===== config.mk =====
export PLATFORM = sky130hd
export DESIGN_NAME = rx_idle_timeout
export DESIGN_NICKNAME = d
export VERILOG_FILES = /design/src/rtl/rxto_pkg.sv /design/src/rtl/rxto_nco.sv /design/src/rtl/rxto_bit_div.sv /design/src/rtl/rxto_idle_cnt.sv /design/src/rtl/rx_idle_timeout.sv
export SDC_FILE = /design/constraint.sdc
export NUM_CORES = 1
export LEC_CHECK = 0
export BUFFER_PORTS_ARGS = -buffer_cell sky130_fd_sc_hd__buf_2
export CORE_MARGIN = 8
export CORE_UTILIZATION = 53
export DETAILED_ROUTE_END_ITERATION = 10
export PLACE_DENSITY = 0.81
export SLEW_MARGIN = 20
export SYNTH_ARGS = -nofsm -noshare
export SYNTH_HDL_FRONTEND = slang
export SYNTH_SLANG_ARGS = --single-unit

===== constraint.sdc =====
create_clock -name clk_i -period 2.99 [get_ports clk_i]
set_clock_uncertainty 0.1 [all_clocks]
set_input_delay 0.598 -clock clk_i [delete_from_list [all_inputs] [get_ports clk_i]]
set_output_delay 0.598 -clock clk_i [all_outputs]
set_load 0.01 [all_outputs]

===== src/rtl/rxto_pkg.sv =====
package rxto_pkg;
  localparam int unsigned STEP_W_DEF  = 16;
  localparam int unsigned LIMIT_W_DEF = 24;
  localparam int unsigned OSR_DEF     = 16;

  // Reasons that restart the idle count.
  typedef struct packed {
    logic rd;
    logic wr;
    logic empty;
    logic off;
  } restart_t;

  function automatic logic any_restart(restart_t r);
    return r.rd | r.wr | r.empty | r.off;
  endfunction
endpackage


===== src/rtl/rxto_nco.sv =====
module rxto_nco #(
  parameter int unsigned STEP_W = 16
) (
  input  logic              clk_i,
  input  logic              rst_ni,
  input  logic [STEP_W-1:0] step_i,
  output logic              tick_o
);
  localparam int unsigned ACC_W = STEP_W + 1;

  logic [ACC_W-1:0] acc_q;

  always_ff @(posedge clk_i or negedge rst_ni) begin
    if (!rst_ni) acc_q <= '0;
    else         acc_q <= {1'b0, acc_q[STEP_W-1:0]} + {1'b0, step_i};
  end

  assign tick_o = acc_q[STEP_W];

  // A zero step cannot carry out of the accumulator.
  assert_zero_step_no_tick_R2: assert property (@(posedge clk_i) disable iff (!rst_ni)
    (step_i == '0) |=> !tick_o);
endmodule


===== src/rtl/rxto_bit_div.sv =====
module rxto_bit_div #(
  parameter int unsigned OSR = 16
) (
  input  logic clk_i,
  input  logic rst_ni,
  input  logic tick_i,
  input  logic clr_i,
  output logic bit_tick_o
);
  localparam int unsigned PRE_W = (OSR < 2) ? 1 : $clog2(OSR);
  localparam logic [PRE_W-1:0] LAST = PRE_W'(OSR - 1);

  generate
    if (OSR < 2) begin : g_bad_osr
      $error("rxto_bit_div: OSR must be at least 2");
    end
  endgenerate

  logic [PRE_W-1:0] pre_q;

  always_ff @(posedge clk_i or negedge rst_ni) begin
    if (!rst_ni)      pre_q <= '0;
    else if (clr_i)   pre_q <= '0;
    else if (tick_i)  pre_q <= (pre_q == LAST) ? '0 : pre_q + 1'b1;
  end

  assign bit_tick_o = tick_i && (pre_q == LAST);

  // Phase within a bit moves only on a tick or a restart.
  assert_phase_holds_R3: assert property (@(posedge clk_i) disable iff (!rst_ni)
    (!tick_i && !clr_i) |=> $stable(pre_q));
  // A restart always returns the phase to zero.
  assert_phase_cleared_R3: assert property (@(posedge clk_i) disable iff (!rst_ni)
    clr_i |=> (pre_q == '0));
endmodule


===== src/rtl/rxto_idle_cnt.sv =====
module rxto_idle_cnt #(
  parameter int unsigned LIMIT_W = 24
) (
  input  logic               clk_i,
  input  logic               rst_ni,
  input  logic               clr_i,
  input  logic               bit_tick_i,
  input  logic [LIMIT_W-1:0] limit_i,
  output logic               event_o
);
  logic [LIMIT_W-1:0] cnt_q;
  logic               fired_q;
  logic [LIMIT_W:0]   cnt_next;
  logic               advance;
  logic               reach;

  assign cnt_next = {1'b0, cnt_q} + 1'b1;
  assign advance  = !clr_i && bit_tick_i && !fired_q;
  assign reach    = advance && (limit_i != '0) && (cnt_next >= {1'b0, limit_i});

  always_ff @(posedge clk_i or negedge rst_ni) begin
    if (!rst_ni) begin
      cnt_q   <= '0;
      fired_q <= 1'b0;
      event_o <= 1'b0;
    end else begin
      event_o <= reach;
      if (clr_i) begin
        cnt_q   <= '0;
        fired_q <= 1'b0;
      end else begin
        if (advance && (cnt_q != '1)) cnt_q <= cnt_next[LIMIT_W-1:0];
        if (reach)                    fired_q <= 1'b1;
      end
    end
  end

  assert_single_cycle_R5: assert property (@(posedge clk_i) disable iff (!rst_ni)
    event_o |=> !event_o);
  assert_silent_after_fire_R6: assert property (@(posedge clk_i) disable iff (!rst_ni)
    (fired_q && !clr_i) |=> !event_o);
  assert_zero_limit_silent_R7: assert property (@(posedge clk_i) disable iff (!rst_ni)
    event_o |-> ($past(limit_i) != '0));
  assert_fire_on_bit_tick_R5: assert property (@(posedge clk_i) disable iff (!rst_ni)
    event_o |-> $past(bit_tick_i));
endmodule


===== src/rtl/rx_idle_timeout.sv =====
module rx_idle_timeout
  import rxto_pkg::*;
#(
  parameter int unsigned STEP_W  = STEP_W_DEF,
  parameter int unsigned LIMIT_W = LIMIT_W_DEF,
  parameter int unsigned OSR     = OSR_DEF
) (
  input  logic               clk_i,
  input  logic               rst_ni,
  input  logic [STEP_W-1:0]  step_i,
  input  logic [LIMIT_W-1:0] limit_i,
  input  logic               enable_i,
  input  logic               fifo_empty_i,
  input  logic               rd_strobe_i,
  input  logic               wr_strobe_i,
  output logic               timeout_o
);
  restart_t why;
  logic     restart;
  logic     os_tick;
  logic     bit_tick;

  assign why.rd    = rd_strobe_i;
  assign why.wr    = wr_strobe_i;
  assign why.empty = fifo_empty_i;
  assign why.off   = !enable_i;
  assign restart   = any_restart(why);

  rxto_nco #(.STEP_W(STEP_W)) u_nco (
    .clk_i  (clk_i),
    .rst_ni (rst_ni),
    .step_i (step_i),
    .tick_o (os_tick)
  );

  rxto_bit_div #(.OSR(OSR)) u_div (
    .clk_i      (clk_i),
    .rst_ni     (rst_ni),
    .tick_i     (os_tick),
    .clr_i      (restart),
    .bit_tick_o (bit_tick)
  );

  rxto_idle_cnt #(.LIMIT_W(LIMIT_W)) u_cnt (
    .clk_i      (clk_i),
    .rst_ni     (rst_ni),
    .clr_i      (restart),
    .bit_tick_i (bit_tick),
    .limit_i    (limit_i),
    .event_o    (timeout_o)
  );

  // An event needs a cycle with data waiting, enabled and no FIFO traffic.
  assert_no_fire_after_restart_R4: assert property (@(posedge clk_i) disable iff (!rst_ni)
    timeout_o |-> $past(enable_i && !fifo_empty_i && !rd_strobe_i && !wr_strobe_i));
  assert_bit_needs_tick_R3: assert property (@(posedge clk_i) disable iff (!rst_ni)
    bit_tick |-> os_tick);
endmodule


==> results of run 1 <==
sequential cells by signal, indices dropped and copies added (netlist names):
signal,count
u_cnt.cnt_q,24
u_nco.acc_q,17
u_div.pre_q,4
u_cnt.event_o,1
u_cnt.fired_q,1
per-layer routing:
layer,track usage,up-vias,part of all wire
li1,-,1679,-
met1,0.229,1605,0.44
met2,0.325,97,0.48
met3,0.0430,12,0.065
met4,0.0484,0,0.014
met5,0,-,0
path summary, 6_finish.rpt:
path | from | end | slack, ps | depth (start not counted)
max reg2reg | u_cnt.cnt_q[7]$_DFFE_PN0P_ | u_cnt.fired_q$_DFFE_PN0P_ | 110 | 11
min | rst_ni | u_cnt.cnt_q[11]$_DFFE_PN0P_ | 170 | 1
max | u_cnt.cnt_q[7]$_DFFE_PN0P_ | u_cnt.fired_q$_DFFE_PN0P_ | 110 | 11
max in group asynchronous | rst_ni | u_nco.acc_q[8]$_DFF_PN0_ | 1870 | 2
min reg2reg | u_nco.acc_q[0]$_DFF_PN0_ | u_nco.acc_q[0]$_DFF_PN0_ | 380 | 1
min in group clk_i | u_nco.acc_q[0]$_DFF_PN0_ | u_nco.acc_q[0]$_DFF_PN0_ | 380 | 1
worst register-to-register path: cells and delay by family, from the launching register on:
kind | cells | cell delay [ps]
flops | 1 | 370
xor+xnor | 1 | 140
buf+inv | 2 | 350
compound gates | 1 | 140
simple gates | 6 | 1420
fa+ha+maj | 1 | 300
through the flow:
| stage | setup slack, ps | setup TNS (ps) | total power, mW | cell area, µm² |
|---|---|---|---|---|
| global placement | 88.1 | 0 | 1.74 | 4240 |
| detailed placement | 60.5 | 0 | 1.79 | 4240 |
| CTS | 5.06 | 0 | 2.18 | 4330 |
| floorplan | 15.5 | 0 | 1.55 | 3680 |
| global route | -64.7 | -115 | 2.35 | 4430 |
| finish | 107 | 0 | 2.17 | 4430 |
what timing repair did:
action | in CTS | in global routing
pin swaps | 2 | 4
gates resized for setup | 0 | 15
setup buffers | 0 | 6
setup endpoints to repair | 1 | 2
hold buffers | 0 | 0
cells in the final DEF (no fill, tap or decap), types with 15 or more instances in the layout:
master / n
nand2_1: 20
o21ai_0: 26
buf_2: 46
nor2_1: 23
inv_1: 35
xnor2_1: 22
nand3_1: 17
ha_1: 40
buf_4: 47
dfrtp_1: 47
a21oi_1: 24
o31ai_1: 15
area by class of cell:
cell class	count	area share
multi-input combinational	315	0.532
sequential	47	0.265
timing repair buffer	93	0.132
inverter	35	0.0296
tap	80	0.0226
clock buffer	5	0.0155
clock inverter	3	0.00339
logic make-up after synthesis:
logic type | share of synthesized area
adders and majority gates | 0.150
DFF | 0.324
muxes | 0.0182
and+or+nand+nor | 0.178
xor gates and xnor gates | 0.0795
buffers and inverters | 0.0568
AOI/OAI and AO/OA | 0.193
power groups by stage:
| stage | logic (mW) | registers, mW | clock network [mW] |
|---|---|---|---|
| detailed placement | 0.959 | 0.827 | 0 |
| global route | 1.10 | 0.828 | 0.420 |
| floorplan | 0.742 | 0.812 | 0 |
| global placement | 0.917 | 0.820 | 0 |
| CTS | 0.965 | 0.816 | 0.396 |
| finish | 0.967 | 0.815 | 0.386 |
==> results.ini, run 1 <==
[status]
status = finished, final reports clean

[yosys]
synth_cell_types = 53
ys.flop_type = dfrtp_1
syn_nets = 500
synth_top_cell_by_area = dfrtp_1
avgSynthCellArea_um2 = 8.84
synth-edff-count = 0
synth_top_area_frac = 0.324
async_reset_ff_frac = 1.00
ys_seq_area_frac = 0.324
synth_area_leaders = dfrtp_1 32%, ha_1 14%, xnor2_1 5.5%
yosys-top-cells-count = 47 x dfrtp_1, 42 x ha_1, 35 x inv_1, 27 x o21ai_0, 25 x a21oi_1
netlist_area_mm2 = 0.00363
postSynthCellCount = 411
ys_warn_count = 0
yosysMostFrequentCell = dfrtp_1
ys_seq_elements = 47

[die]
start_util = 0.541
io_pins = 47
fp.dieW_um = 98.8
core-area_mm2 = 0.00672
dieArea_mm2 = 0.00976
rows = 30
die_y_um = 98.8

[pwr]
p_per_area_mw_per_mm2 = 489
p_sw_frac = 0.369
power.switching_uw = 800
sequentialPowerShare = 0.376
comb_power_share = 0.446
internal_power_mw = 1.37
peakVddDrop_mv = 0.484
p_leak_nw = 2.23
clkPwrFrac = 0.178

[detailed_routing]
wirelength_um = 9170
vias = 3393
drt_pass1_iterations = 4
viasPerCell = 5.87
postRouteAntennaNets = 0
drc = 0
wl_per_cell_um = 15.9
drtIter0Drc = 244

[clock_tree]
cts_max_path_buffers = 2
htreeDepth = 2
insertion_delay_ps = 310
numCtsBuffers = 5
cts_root_buffer = clkbuf_8
path_clk_slew_ps = 100
cts_tree = yes
cts.sinks = 47

[placed_design]
gp_congestion = 0.881
portBuffers = 46
hpwlAfterDp_um = 7140
place_inst = 564

[timing]
max_freq_mhz = 347
drv_slew = 0
post-route-period-util = 0.964
fin_hold_ws_ps = 169
max_slew.worst_pin.slew_ps = 569
grt_setup_unrepaired = true
setup_viol = 0
timing_hold_violations_final = 0
relSlewSlack = 0.621
period_needed_ps = 2880

[cells_and_area]
fillers = 554
utilization = 0.660
multi_input_area_mm2 = 0.00236
areaGrowthSynthToFinish_pct = 22.0
seq_area_mm2 = 0.00118
layout.nets = 586
n_antenna_cell = 0
drive_above_1_share = 0.255
fin_cells = 578

[global_route]
antenna_found_initial = 0
grt_pass1_wl_um = 15200
grt_max_degree = 25
grt_pass1_vias = 3414
grt_use_total = 0.188
gr-total-overflow = 0

[critical_path]
critPathKind = flop to flop
worstPathRequired_ps = 3130
cp_cell_sequence = nand4_1 > or3_4 > buf_4 > nor4_4 > buf_4 > nand2_1 > xnor2_1 > ha_1 > nand4_1 > or4_4 > a31oi_1
cp_top_family = simple AND/OR/NAND/NOR gates
path_buf_inv = 2
cp_slowest_cell = or4_4
worstSetupStartpointType = flop
slowest_delay_ps = 500
worst_ep_arrival_time_ps = 3020
cp_max_fo = 4
worst_setup_path_end_kind = flop

[min_path]
hp-class = input port to asynchronous set/reset pin

[flow_run]
drv_cap = 0

No activity file was read; power rests on OpenSTA's default activity.
==> run 2: changes to the inputs <==
--- a/config.mk
+++ b/config.mk
@@ -6,7 +6,7 @@
 export NUM_CORES = 1
 export LEC_CHECK = 0
 export BUFFER_PORTS_ARGS = -buffer_cell sky130_fd_sc_hd__buf_2
-export CORE_MARGIN = 8
+export CORE_MARGIN = 1.5
 export CORE_UTILIZATION = 53
 export DETAILED_ROUTE_END_ITERATION = 10
 export PLACE_DENSITY = 0.81
==> run 2 against run 1 <==
Effect of this change: critical path type unchanged; sequential share of layout area hardly changed; sequential power hardly changed; core utilization is 2.2 points higher; via count is 0.24% lower; the flow now finishes with violations (negative setup slack); critical endpoint unchanged; clock power is 4% higher; first-iteration DRC count is 6.1% higher.
==> results.ini, run 2 (synthesis results as in run 1) <==
[status]
status = finished with violations
violations = negative setup slack

[die]
fp.dieW_um = 85.8
dieArea_mm2 = 0.00736
rows = 29
core-area_mm2 = 0.00649
io_pins = 47
die_y_um = 85.8
start_util = 0.559

[critical_path]
slowest_delay_ps = 540
cp_max_fo = 4
cp_cell_sequence = nand4_1 > or3_4 > nor4_4 > nand3_2 > xnor2_2 > ha_1 > nand3_1 > or4_4 > a31oi_1
path_buf_inv = 0
worstSetupStartpointType = flop
worst_ep_arrival_time_ps = 3130
critPathKind = flop to flop
worstPathRequired_ps = 3120
worstReg2RegStart = u_cnt.cnt_q[9]$_DFFE_PN0P_
cp_slowest_cell = or4_4
worst_setup_path_end_kind = flop
cp_top_family = simple AND/OR/NAND/NOR gates
startpoint = u_cnt.cnt_q[9]$_DFFE_PN0P_

[pwr]
comb_power_share = 0.440
p_sw_frac = 0.370
internal_power_mw = 1.36
power.switching_uw = 803
clkPwrFrac = 0.185
p_leak_nw = 2.22
p_per_area_mw_per_mm2 = 490
sequentialPowerShare = 0.375
peakVddDrop_mv = 0.586

[timing]
fin_hold_ws_ps = 145
timing_hold_violations_final = 0
setup_viol = 1
period_needed_ps = 2990
setup_ws_ps = -4.73
grt_setup_unrepaired = true
post-route-period-util = 1.00
setup_tns_ps = -4.73
relSlewSlack = 0.656
max_slew.worst_pin.slew_ps = 509
drv_slew = 0
max_freq_mhz = 334

[global_route]
antenna_found_initial = 0
grt_pass1_wl_um = 13700
grt_pass1_vias = 3075
gr-total-overflow = 0
grt_max_degree = 23
grt_use_total = 0.234

[detailed_routing]
wl_per_cell_um = 15.1
drtIter0Drc = 259
vias = 3385
viasPerCell = 5.96
drc = 0
wirelength_um = 8570
postRouteAntennaNets = 0
drt_pass1_iterations = 4

[cells_and_area]
n_antenna_cell = 0
reg_top3 = u_cnt.cnt_q: 24 flops, u_nco.acc_q: 17 flops, u_div.pre_q: 4 flops
areaGrowthSynthToFinish_pct = 21.8
layout.nets = 579
largest_register = u_cnt.cnt_q
final_cell_mix = 47 x dfrtp_1, 46 x buf_2, 42 x ha_1, 39 x buf_4, 35 x inv_1
fillers = 493
final_common_cell = dfrtp_1
largest_register_ffs = 24
drive_above_1_share = 0.246

[placed_design]
hpwlAfterDp_um = 6420
portBuffers = 46
gp_congestion = 0.955

[clock_tree]
path_clk_slew_ps = 100
insertion_delay_ps = 310
cts_tree = yes
cts.sinks = 47
cts_root_buffer = clkbuf_8
numCtsBuffers = 5
cts_max_path_buffers = 2
postCtsHoldBufs = 0
htreeDepth = 2

[flow_run]
drv_cap = 0

[min_path]
hp-class = input port to asynchronous set/reset pin

-- run 2: cell types whose count changed in the layout (fill, tap and decap cells not counted), sizes merged --
cell	previous run	this run
buf	93	86
clkinvlp	0	1
inv	35	36
clkinv	3	0
clkbuf	5	6
-- run 2: per-layer routing --
metal	vias up	wire [µm]	GRT usage
met4	0	116	0.0792
met2	110	4090	0.384
li1	1660	-	-
met1	1605	3960	0.317
met5	-	0	0
met3	10	410	0.0337
-- run 2: path summary, 6_finish.rpt --
path,end,slack [ps],depth (start not counted)
min in group clk_i,u_nco.acc_q[0]$_DFF_PN0_,380,1
worst min register to register,u_nco.acc_q[0]$_DFF_PN0_,380,1
worst max register to register,u_cnt.fired_q$_DFFE_PN0P_,-5,9
worst max-delay path,u_cnt.fired_q$_DFFE_PN0P_,-5,9
worst min-delay path,u_nco.acc_q[0]$_DFF_PN0_,140,1
max in group asynchronous,u_cnt.cnt_q[12]$_DFFE_PN0P_,2010,2
-- run 2: layout make-up --
| cell class | instances | area, µm² | area share |
|---|---|---|---|
| multi-input cells | 315 | 2390 | 0.540 |
| flip-flops and latches | 47 | 1180 | 0.266 |
| repair buffers | 86 | 543 | 0.123 |
| inverters | 35 | 131 | 0.0297 |
| well taps | 77 | 96.3 | 0.0218 |
| clock buffers | 6 | 72.6 | 0.0164 |
| clock inverters | 2 | 16.3 | 0.00368 |
-- run 2: power by group through the flow --
stage	Clock, mW	Combinational (mW)	Sequential, mW
floorplan	0	0.742	0.812
CTS	0.407	0.950	0.814
detailed placement	0	0.940	0.826
global placement	0	0.898	0.821
global route	0.435	1.08	0.821
finish	0.402	0.953	0.812
-- run 2: what timing repair did --
item | 4_1_cts | 5_1_grt
resized for setup | 2 | 16
buffers inserted | 3 | 11
cloned | 0 | 0
pin swaps | 2 | 16
endpoints found under the hold margin | 0 | 0
endpoints found under the setup margin | 2 | 2
-- run 2: worst register-to-register path, stage by stage (launching register included) --
cell and delay [ps]:
dfrtp_1 360, nand4_1 140, or3_4 450, nor4_4 340
nand3_2 160, xnor2_2 180, ha_1 350, nand3_1 130
or4_4 540, a31oi_1 170
-- run 2: stage by stage --
stage	cells	power [mW]	instance area (µm²)	setup slack, ps	util
final	568	2.17	4420	-4.73	0.681
after global routing	568	2.33	4420	-163	0.681
after detailed placement	546	1.77	4140	-39.3	0.637
after floorplan	411	1.55	3680	15.5	-
after global placement	546	1.72	4140	70.7	0.637
after CTS	557	2.17	4260	0.741	0.656
==> run 3: changes to the inputs <==
--- a/config.mk
+++ b/config.mk
@@ -9,7 +9,7 @@
 export CORE_MARGIN = 1.5
 export CORE_UTILIZATION = 53
 export DETAILED_ROUTE_END_ITERATION = 10
-export PLACE_DENSITY = 0.81
+export PLACE_DENSITY = 0.85
 export SLEW_MARGIN = 20
 export SYNTH_ARGS = -nofsm -noshare
 export SYNTH_HDL_FRONTEND = slang
==> run 3 against run 2 <==
Effect of this change: the run still ends with negative setup slack left; non-clock buffer count rose by 3; power rose by 3.5%; combinational power rose by 0.7%; via count rose by 2.6%; die area did not move; flip-flop and latch count did not move; critical path depth rose by 1; highest routed layer unchanged.
==> results.ini, run 3 (synthesis results as in run 1) <==
[status]
status = finished with violations
violations = negative setup slack

[cells_and_area]
layout.nets = 582
drive_above_1_share = 0.256
stdcell_area_mm2 = 0.00446
reg_top3 = u_cnt.cnt_q: 24 flops, u_nco.acc_q: 17 flops, u_div.pre_q: 4 flops
final_cell_mix = 46 x buf_2, 45 x dfrtp_1, 43 x buf_4, 42 x ha_1, 35 x inv_1
n_antenna_cell = 0
largest_register_ffs = 24
fin_cells = 570
largest_register = u_cnt.cnt_q
fillers = 465
utilization = 0.686
areaGrowthSynthToFinish_pct = 22.6
final_common_cell = buf_2

[detailed_routing]
wl_per_cell_um = 15.7
drc = 0
drt_pass1_iterations = 5
wirelength_um = 8950
drtIter0Drc = 303
viasPerCell = 6.09
vias = 3473
postRouteAntennaNets = 0

[timing]
relSlewSlack = 0.552
grt_setup_unrepaired = true
timing_hold_violations_final = 0
max_slew.worst_pin.slew_ps = 672
setup_viol = 1
max_freq_mhz = 332
period_needed_ps = 3010
fin_hold_ws_ps = 211
setup_ws_ps = -20.9
post-route-period-util = 1.01
drv_slew = 0

[clock_tree]
htreeDepth = 2
insertion_delay_ps = 310
cts_tree = yes
numCtsBuffers = 5
postCtsHoldBufs = 0
cts.sinks = 47
cts_max_path_buffers = 2
path_clk_slew_ps = 90
cts_root_buffer = clkbuf_8

[global_route]
grt_pass1_wl_um = 13800
grt_use_total = 0.233
antenna_found_initial = 0
gr-total-overflow = 0
grt_pass1_vias = 3160
grt_max_degree = 30

[min_path]
hp-class = input port to asynchronous set/reset pin

[placed_design]
postPlaceCellArea_mm2 = 0.00414
place_inst = 548
portBuffers = 46
hpwlAfterDp_um = 6480
gp_congestion = 0.888

[pwr]
p_per_area_mw_per_mm2 = 503
p_leak_nw = 2.22
peakVddDrop_mv = 0.580

[die]
start_util = 0.559
fp.dieW_um = 85.8
io_pins = 47
die_y_um = 85.8
core-area_mm2 = 0.00649
dieArea_mm2 = 0.00736
rows = 29

[critical_path]
worst_ep_arrival_time_ps = 3150
worst_setup_path_end_kind = flop
cp_max_fo = 5
worstPathRequired_ps = 3130
critPathKind = flop to flop
worstSetupStartpointType = flop
ff2ff_path_depth = 10

[flow_run]
drv_cap = 0

==> run 3: critical path: stages (launching register included) <==
cell	delay, ps
dfrtp_1	370
nand4_1	150
or3_4	470
nor4_4	300
buf_4	210
nand2_1	90
xnor2_1	140
ha_1	290
nand4_1	120
or4_4	520
a31oi_4	190
==> run 3: stage by stage <==
step / setup TNS [ps] / setup slack (ps) / total power, mW
CTS: 0 / 4.91 / 2.24
floorplan: 0 / 15.5 / 1.55
detailed placement: 0 / 0.445 / 1.77
global route: -309 / -165 / 2.40
global placement: 0 / 71.4 / 1.72
finish: -20.9 / -20.9 / 2.24
==> run 3: final cells by class <==
| cell class | count | area (µm²) | share of cell area |
|---|---|---|---|
| multi-input combinational | 315 | 2390 | 0.536 |
| sequential | 47 | 1180 | 0.265 |
| timing repair buffer | 89 | 553 | 0.124 |
| inverter | 35 | 131 | 0.0295 |
| tap | 77 | 96.3 | 0.0216 |
| clock buffer | 5 | 68.8 | 0.0154 |
| clock inverter | 2 | 37.5 | 0.00842 |
==> run 3: timing repair <==
| item | in CTS | in global routing |
|---|---|---|
| setup buffers | 1 | 14 |
| setup endpoints to repair | 1 | 2 |
| resized for setup | 1 | 21 |
| pin swaps | 0 | 18 |
==> run 3: power by group <==
| part | leakage, nW | internal, mW | switching [mW] |
|---|---|---|---|
| combinational | 1.56 | 0.432 | 0.528 |
| clock | 0.0502 | 0.245 | 0.223 |
| sequential | 0.613 | 0.766 | 0.0496 |
| total | 2.22 | 1.44 | 0.801 |
==> run 3: final timing paths <==
| kind | start | endpoint | slack, ps |
|---|---|---|---|
| worst max-delay path | u_cnt.cnt_q[9]$_DFFE_PN0P_ | u_cnt.fired_q$_DFFE_PN0P_ | -20 |
| worst min-delay path | rst_ni | u_nco.acc_q[1]$_DFF_PN0_ | 210 |
| worst max register to register | u_cnt.cnt_q[9]$_DFFE_PN0P_ | u_cnt.fired_q$_DFFE_PN0P_ | -20 |
| worst min register to register | u_nco.acc_q[0]$_DFF_PN0_ | u_nco.acc_q[0]$_DFF_PN0_ | 390 |
| max in group asynchronous | rst_ni | u_div.pre_q[1]$_DFFE_PN0P_ | 1960 |
| min in group clk_i | u_nco.acc_q[0]$_DFF_PN0_ | u_nco.acc_q[0]$_DFF_PN0_ | 390 |
==> run 3: metal layers <==
layer,vias up,global-route usage,wire length [µm]
met5,-,0,0
met4,0,0.0806,295
met3,32,0.0366,486
met2,150,0.404,4320
met1,1632,0.294,3850
li1,1659,-,-
